<file path="src/rtl/pp_pkg.sv">
package pp_pkg;
   typedef enum logic [1:0] {
      ST_IDLE = 2'd0,
      ST_ACC  = 2'd1,
      ST_DONE = 2'd2
   } pp_state_e;

   localparam int LINK_SEL = 14;
   localparam int RD_SEL_W = 4;
endpackage

</file>
<file path="src/rtl/pp_pick.sv">
module pp_pick #(
   parameter int N  = 9,
   parameter int IW = $clog2(N)
) (
   input  logic [N-1:0]  mask,
   output logic [IW-1:0] idx
);
   always_comb begin
      idx = '0;
      for (int i = N - 1; i >= 0; i--) begin
         if (mask[i]) idx = IW'(i);
      end
   end
endmodule

</file>
<file path="src/rtl/pp_cost.sv">
module pp_cost #(
   parameter int CNT_W = 16,
   parameter int NW_W  = 4
) (
   input  logic             pop,
   input  logic             has_pc,
   input  logic [NW_W-1:0]  nwords,
   input  logic [CNT_W-1:0] waits,
   output logic [CNT_W-1:0] cost
);
   localparam logic [CNT_W-1:0] PUSH_BASE = CNT_W'(1);
   localparam logic [CNT_W-1:0] POP_BASE  = CNT_W'(2);
   localparam logic [CNT_W-1:0] PC_EXTRA  = CNT_W'(3);

   logic [CNT_W-1:0] base;
   always_comb begin
      if (pop) base = POP_BASE + (has_pc ? PC_EXTRA : '0);
      else     base = PUSH_BASE;
      cost = base + CNT_W'(nwords) + waits;
   end
endmodule

</file>
<file path="src/rtl/pp_pcfix.sv">
module pp_pcfix #(
   parameter int DW           = 32,
   parameter bit FORCE_PC_LSB = 1'b1
) (
   input  logic [DW-1:0] raw,
   output logic [DW-1:0] target
);
   generate
      if (FORCE_PC_LSB) begin : g_force
         assign target = {raw[DW-1:1], 1'b1};
      end else begin : g_pass
         assign target = raw;
      end
   endgenerate
endmodule

</file>
<file path="src/rtl/pp_seq.sv">
module pp_seq
   import pp_pkg::*;
#(
   parameter int LOW_REGS     = 8,
   parameter int AW           = 32,
   parameter int DW           = 32,
   parameter int CNT_W        = 16,
   parameter bit FORCE_PC_LSB = 1'b1,
   localparam int LIST_W      = LOW_REGS + 1,
   localparam int RW          = $clog2(LOW_REGS)
) (
   input  logic                clk,
   input  logic                rst_n,
   input  logic                start,
   input  logic                is_pop,
   input  logic [LIST_W-1:0]   reg_list,
   input  logic [AW-1:0]       sp_in,
   output logic [RD_SEL_W-1:0] reg_rd_sel,
   input  logic [DW-1:0]       reg_rd_data,
   output logic                reg_wr_en,
   output logic [RW-1:0]       reg_wr_idx,
   output logic [DW-1:0]       reg_wr_data,
   output logic                mem_req,
   output logic                mem_we,
   output logic [AW-1:0]       mem_addr,
   output logic [DW-1:0]       mem_wdata,
   input  logic [DW-1:0]       mem_rdata,
   input  logic                mem_ready,
   output logic                busy,
   output logic                done,
   output logic [AW-1:0]       sp_out,
   output logic                branch_en,
   output logic [DW-1:0]       branch_target,
   output logic [CNT_W-1:0]    cycle_cost
);
   localparam int IW = $clog2(LIST_W);
   localparam int NW = $clog2(LIST_W + 1);

   generate
      if (LOW_REGS < 2 || LOW_REGS > 8) begin : g_bad_regs
         $error("pp_seq: LOW_REGS must lie in 2..8");
      end
      if (AW < 8 || DW < 8) begin : g_bad_width
         $error("pp_seq: address and data widths must be at least 8");
      end
   endgenerate

   pp_state_e         state_q;
   logic [LIST_W-1:0] mask_q;
   logic              pop_q, has_pc_q;
   logic [AW-1:0]     addr_q, sp_res_q;
   logic [NW-1:0]     nwords_q;
   logic [CNT_W-1:0]  waits_q;
   logic [DW-1:0]     pc_q;

   logic [IW-1:0]     pick_idx;
   logic              cur_extra;
   logic [LIST_W-1:0] mask_next;
   logic [NW-1:0]     n_set;
   logic [AW-1:0]     span;

   pp_pick #(.N(LIST_W), .IW(IW)) u_pick (
      .mask (mask_q),
      .idx  (pick_idx)
   );

   pp_cost #(.CNT_W(CNT_W), .NW_W(NW)) u_cost (
      .pop    (pop_q),
      .has_pc (has_pc_q),
      .nwords (nwords_q),
      .waits  (waits_q),
      .cost   (cycle_cost)
   );

   pp_pcfix #(.DW(DW), .FORCE_PC_LSB(FORCE_PC_LSB)) u_pcfix (
      .raw    (pc_q),
      .target (branch_target)
   );

   assign n_set     = NW'($countones(reg_list));
   assign span      = AW'(n_set) << 2;
   assign mask_next = mask_q & (mask_q - 1'b1);
   assign cur_extra = (pick_idx == IW'(LOW_REGS));

   assign busy        = (state_q != ST_IDLE);
   assign done        = (state_q == ST_DONE);
   assign mem_req     = (state_q == ST_ACC);
   assign mem_we      = ~pop_q;
   assign mem_addr    = addr_q;
   assign mem_wdata   = reg_rd_data;
   assign reg_rd_sel  = cur_extra ? RD_SEL_W'(LINK_SEL) : RD_SEL_W'(pick_idx);
   assign reg_wr_en   = mem_req & mem_ready & pop_q & ~cur_extra;
   assign reg_wr_idx  = pick_idx[RW-1:0];
   assign reg_wr_data = mem_rdata;
   assign sp_out      = sp_res_q;
   assign branch_en   = done & pop_q & has_pc_q;

   always_ff @(posedge clk or negedge rst_n) begin
      if (!rst_n) begin
         state_q  <= ST_IDLE;
         mask_q   <= '0;
         pop_q    <= 1'b0;
         has_pc_q <= 1'b0;
         addr_q   <= '0;
         sp_res_q <= '0;
         nwords_q <= '0;
         waits_q  <= '0;
         pc_q     <= '0;
      end else begin
         unique case (state_q)
            ST_IDLE: begin
               if (start) begin
                  mask_q   <= reg_list;
                  pop_q    <= is_pop;
                  has_pc_q <= reg_list[LIST_W-1];
                  nwords_q <= n_set;
                  waits_q  <= '0;
                  addr_q   <= is_pop ? sp_in : (sp_in - span);
                  sp_res_q <= is_pop ? (sp_in + span) : (sp_in - span);
                  state_q  <= (n_set == '0) ? ST_DONE : ST_ACC;
               end
            end
            ST_ACC: begin
               if (!mem_ready) begin
                  waits_q <= waits_q + 1'b1;
               end else begin
                  mask_q <= mask_next;
                  addr_q <= addr_q + AW'(4);
                  if (pop_q && cur_extra) pc_q <= mem_rdata;
                  if (mask_next == '0) state_q <= ST_DONE;
               end
            end
            ST_DONE: state_q <= ST_IDLE;
            default: state_q <= ST_IDLE;
         endcase
      end
   end
endmodule

</file>
<file path="config.mk">
export PLATFORM = sky130hd
export DESIGN_NAME = pp_seq
export DESIGN_NICKNAME = d
export VERILOG_FILES = /design/src/rtl/pp_pkg.sv /design/src/rtl/pp_pick.sv /design/src/rtl/pp_cost.sv /design/src/rtl/pp_pcfix.sv /design/src/rtl/pp_seq.sv
export SDC_FILE = /design/constraint.sdc
export NUM_CORES = 1
export LEC_CHECK = 0
export BUFFER_PORTS_ARGS = -buffer_cell sky130_fd_sc_hd__buf_2
export CORE_UTILIZATION = 25
export CTS_BUF_LIST = sky130_fd_sc_hd__clkbuf_2 sky130_fd_sc_hd__clkbuf_4 sky130_fd_sc_hd__clkbuf_8
export CTS_CLUSTER_SIZE = 8
export DETAILED_ROUTE_END_ITERATION = 10
export PLACE_DENSITY = 0.54
export SLEW_MARGIN = 5
export SYNTH_ARGS = -nofsm -noshare
export SYNTH_HDL_FRONTEND = slang
export SYNTH_SLANG_ARGS = --single-unit
</file>
<file path="constraint.sdc">
create_clock -name clk -period 7.3 [get_ports clk]
set_input_delay 0.365 -clock clk [delete_from_list [all_inputs] [get_ports clk]]
set_output_delay 0.365 -clock clk [all_outputs]
set_load 0.005 [all_outputs]
</file>
[Word-level counts from Yosys, hierarchy flattened]
Cells that the tools add are included.
Storage, ports and cells
  bits in registers: 129
  output and inout bits: 189
  word-level logic and storage cells: 79
Operators by class
  muxes and demuxes: 28
  reductions and logical operators: 11
  eq/ne operators: 7
  bitwise gates (word level): 8
  add/sub/neg operators: 16
Operators by type and width (number)
  $mux 32: 4
  $pmux 32 s2: 1
  $mux 16: 3
  $mux 4: 10
  $add 32x3->32 const B: 1
  $add 32x6->32: 1
  $pmux 16 s2: 1
  $sub 32x6->32: 1
  $mux 9: 2
  $pmux 9 s2: 1
  $add 16x1->16 const B: 1
  $add 16x16->16: 1
  $add 16x4->16: 1
  $add 2x16->16 const A: 1
  $reduce_and 3->1: 4
  $mux 2: 5
  $and 9x9->9: 1
  $logic_not 9->1: 1
  $sub 9x1->9 const B: 1
  $add 1x1->2: 4
  $add 2x2->3: 2
  $and 1x1->1: 5
  $add 3x3->4: 1
  $add 4x1->4: 1
  other kinds (12): 16

[Depth between registers and ports, before layout]
  word-level depth: 12
  mapped depth: 19
  mapped depth without buffers: 16

[Cells and area by module]
A second synthesis with hierarchy kept.
Second synthesis, totals
  cells, all modules: 1057
  area, all modules: 9326.4 sq um
By module, submodules not included
  pp_seq: sequential area each 3228.1 sq um, cells an instance 954, times used 1, area an instance 8530.7 sq um
  pp_cost: sequential area each 0.0 sq um, cells an instance 56, times used 1, area an instance 464.2 sq um
  pp_pcfix: sequential area each 0.0 sq um, cells an instance 33, times used 1, area an instance 244.0 sq um
  pp_pick: sequential area each 0.0 sq um, cells an instance 14, times used 1, area an instance 87.6 sq um

[Worst setup path after synthesis]
OpenSTA, ideal clock, no wires.
  kind: input port to flip-flop
  start point: in reg_list[0]
  end point: reg sp_res_q[27] (netlist: sp_out[27])
  arrival time: 4.714 ns
  setup time: 0.130 ns
  required time: 7.170 ns
  slack: 2.456 ns
  stages on the path: 18
  path buffers: 3
  cells stage by stage: fa_1 > inv_1 > fa_1 > fa_1 > fa_1 > fa_1 > xor2_1 > inv_1 > ha_1 > buf_2 > nand2b_1 > o311a_1 > buf_6 > or4_4 > buf_6 > o31ai_4 > xnor2_1 > o21ai_1
On the way
  word-level cells in the longest chain between the ends: 6
RTL lines
  start, declared: line pp_seq.sv:16  | input logic [LIST_W-1:0] reg_list,
  $add 1x1->2 (implied by the code) *: line pp_seq.sv:80  | assign n_set = NW'($countones(reg_list));
  $add 2x2->3 (implied by the code) *: line pp_seq.sv:80
  $add 3x3->4 (implied by the code) *: line pp_seq.sv:80
  $add 4x1->4 (implied by the code) *: line pp_seq.sv:80
  named net n_set[2]: line pp_seq.sv:59  | logic [NW-1:0] n_set;
  $sub 32x6->32 or $add 32x6->32 (tied branches): line pp_seq.sv:119  | sp_res_q <= is_pop ? (sp_in + span) : (sp_in - span);
  $mux 32 *: line pp_seq.sv:119
  end signal, assigned: line pp_seq.sv:119
  end, declared: line pp_seq.sv:51  | logic [AW-1:0] addr_q, sp_res_q;
Mark *: on every way through the listed nets, which the timed path passes. The rest lies on a longest branch.
A chain may end at the register's enable or synchronous reset.

[Final worst setup path]
  start point: in reg_list[0]
  end point: reg sp_res_q[17] (netlist: sp_out[17])
The elaborated chain is that of the path after synthesis.

==> results.json <==
{
  "place.port_buffers": 231,
  "worst_ep_arrival_time_ns": 5.13,
  "dr.first_iter.drc_count": 437,
  "syn_inst": 967,
  "gp_congestion": 0.8408,
  "layout_common_cells": "buf_2, dfrtp_1, nand2_1",
  "synthArstFlopShare_pct": 100.0,
  "final_common_cell": "buf_2",
  "cp_max_fo": 10,
  "synth_edf_count": 0,
  "vdd_drop_max_mv": 0.1254,
  "multi_input_comb_area_mm2": 0.004508,
  "rsz0062_at_grt": "false",
  "cts_tree": "yes",
  "grt_max_degree": 90,
  "grt_util_all_layers_pct": 15.73,
  "slew_headroom_pct": 38.08,
  "worstSetupStartpointType": "input pin",
  "maxCapViolations": 0,
  "clk_path_buf_depth": 2,
  "drc": 0,
  "leakagePower_nw": 4.719,
  "maxSlewViolCount": 0,
  "die-height_um": 187.3,
  "netlist_area_mm2": 0.008579,
  "cts_setup_buffers": 0,
  "drive_gt1_share_pct": 28.81,
  "routed_via_density": 4.759,
  "worst_slew_pin_slew_ns": 0.9254,
  "areaGrowthSynthToFinish_pct": 18.21,
  "ant_nets": 0,
  "clockRootBuffer": "clkbuf_8",
  "clkLatencyLatePin_ns": 0.46,
  "row_count": 67,
  "period_share_pct": 65.96,
  "hold_viol_final": 0,
  "fill_cells": 3581,
  "start_util_pct": 25.52,
  "cts_resized": 0,
  "fmax_ghz": 0.2077,
  "crit_path_end_kind": "register",
  "wl_per_cell_um": 17.22,
  "cts.clk_slew.worst_paths_ns": 0.09,
  "min_path_type": "input pin to register",
  "setup_slack_ns": 2.485,
  "cp_data_required_time_ns": 7.61,
  "power.density_mw_per_mm2": 385.2,
  "fin_nets": 1247,
  "status": "complete, no violations",
  "fin_worst_skew_ns": 0.01764,
  "path_class": "input pin to register",
  "synthFlopType": "dfrtp_1",
  "timing.setup.tns_ns": 0,
  "seqCellArea_mm2": 0.003203,
  "place_ws_ns": 1.980,
  "die_x_um": 187.3,
  "synth_fp_nets": 1106,
  "yosysWarnings": 0,
  "num_vias": 7472,
  "io_pins": 299,
  "clock-sinks": 128,
  "grt_pass1_wl_um": 42840,
  "dr.pass1.iters": 5,
  "wl_um": 27040,
  "core_area_mm2": 0.03362,
  "dieArea_mm2": 0.03506,
  "htreeDepth": 4,
  "first_global_vias": 7351,
  "dp_hpwl_um": 20410,
  "antenna_found_initial": 1,
  "final-setup-viol-count": 0,
  "synth_cell_type_count": 67,
  "synth-seq-cells": 128,
  "min_period_ns": 4.815,
  "synth_seq_area_share_pct": 37.33,
  "grt_overflow_total": 0,
  "numCtsBuffers": 17,
  "syn_area_per_cell_um2": 8.872
}
cells in the mapped netlist, types with 5 or more instances:
cell | number | area, um2
nor2b_1 | 5 | 31.28
buf_4 | 65 | 488.0
mux2i_1 | 10 | 100.1
and3_1 | 12 | 75.07
nor4_1 | 10 | 62.56
clkbuf_1 | 33 | 123.9
nor3_1 | 26 | 130.1
buf_6 | 5 | 56.30
buf_1 | 7 | 26.28
buf_2 | 9 | 45.04
nor2_1 | 71 | 266.5
fa_1 | 11 | 220.2
ha_1 | 18 | 225.2
o21ai_0 | 78 | 390.4
o22ai_1 | 9 | 56.30
nand2b_1 | 11 | 68.82
a21o_1 | 5 | 37.54
and4_1 | 7 | 61.31
a211oi_1 | 9 | 67.56
nand4_1 | 21 | 131.4
nand3_1 | 37 | 185.2
a21oi_1 | 54 | 270.3
mux2_2 | 33 | 371.6
a31oi_1 | 8 | 50.05
and2_1 | 8 | 50.05
nand2_1 | 91 | 341.6
or3_1 | 11 | 68.82
xnor2_1 | 32 | 280.3
dfrtp_1 | 128 | 3203
inv_1 | 37 | 138.9
xor2_1 | 41 | 359.1
power by group:
group / internal, mW / switching (mW)
Combinational: 0.772 / 1.07
Sequential: 1.01 / 0.276
Clock: 0.447 / 0.338
Total: 2.23 / 1.68
state kept, by name (all words and copies together) (netlist names):
signal,flops
has_pc_q,1
mask_q,9
mem_addr,32
nwords_q,4
pc_q,31
pop_q,1
sp_out,32
state_q,2
waits_q,16
kinds of logic (layout without fill, tap and decap cells):
family                   after synthesis  after routing  share of synthesized area [%]
adder cells (fa/ha/maj)               29             29                          5.192
multiplexers                          44             44                          5.629
flip-flops                           128            128                          37.33
XOR/XNOR                              73             73                          7.452
other                                  1              2                        0.04371
buffers and inverters                156            310                          10.24
AO/OA/AOI/OAI                        210            210                          15.15
AND/OR/NAND/NOR                      326            326                          18.96
layer usage:
| layer | vias to the layer above | share of wire (%) | global-route usage [%] |
|---|---|---|---|
| met1 | 3571 | 44 | 19.95 |
| li1 | 3606 | - | - |
| met3 | 22 | 6.3 | 3.846 |
| met4 | 0 | 0.86 | 4.351 |
| met2 | 273 | 48 | 26.44 |
| met5 | - | 0 | 0 |
worst max-delay path, stage by stage:
cell and delay [ns]:
buf_2 0.12, fa_1 0.54, inv_1 0.05, fa_1 0.49
fa_1 0.42, fa_1 0.42, fa_1 0.39, xor2_1 0.33
inv_1 0.09, ha_1 0.43, nand2b_1 0.09, o311a_1 0.26
or4_4 0.68, o31ai_2 0.24, xnor2_1 0.15, o21ai_1 0.07
cell type report:
class	count	share of cell area, %
Sequential cell	128	31.58
Tap cell	448	5.527
Clock inverter	15	2.517
Multi-Input combinational cell	683	44.45
Inverter	37	1.369
Timing Repair Buffer	241	12.23
Clock buffer	17	2.307
Antenna cell	1	0.02467
final timing paths:
path / from / endpoint / slack [ns] / depth (start not counted)
max reg2reg: state_q[1] / pc_q[17] / 3.98 / 8
max: reg_list[0] / sp_out[17] / 2.49 / 16
min in group asynchronous: rst_n / pc_q[21] / 0.51 / 2
min reg2reg: sp_out[5] / sp_out[5] / 0.47 / 2
max in group asynchronous: rst_n / mask_q[0] / 5.49 / 3
min: sp_in[0] / mem_addr[0] / 0.13 / 3
stage by stage:
| stage | total power [mW] | std cells | utilization, % | area, um2 | hold WS, ns |
|---|---|---|---|---|---|
| 2_1_floorplan | 2.360 | 967 | - | 8579 | 0.06941 |
| 3_3_place_gp | 3.139 | 1536 | 28.68 | 9641 | 0.4429 |
| 3_5_place_dp | 3.169 | 1536 | 28.68 | 9641 | 0.4485 |
| 4_1_cts | 3.978 | 1569 | 30.16 | 10140 | 0.09408 |
| 5_1_grt | 4.259 | 1569 | 30.16 | 10140 | 0.1021 |
| 6_report | 3.907 | 1570 | 30.17 | 10140 | 0.1280 |
timing repair:
| item | in CTS | in global routing |
|---|---|---|
| setup endpoints to repair | 0 | 0 |
| hold buffers | 1 | 0 |
| endpoints found under the hold margin | 72 | 0 |
Power figures use the tool's default switching activity.
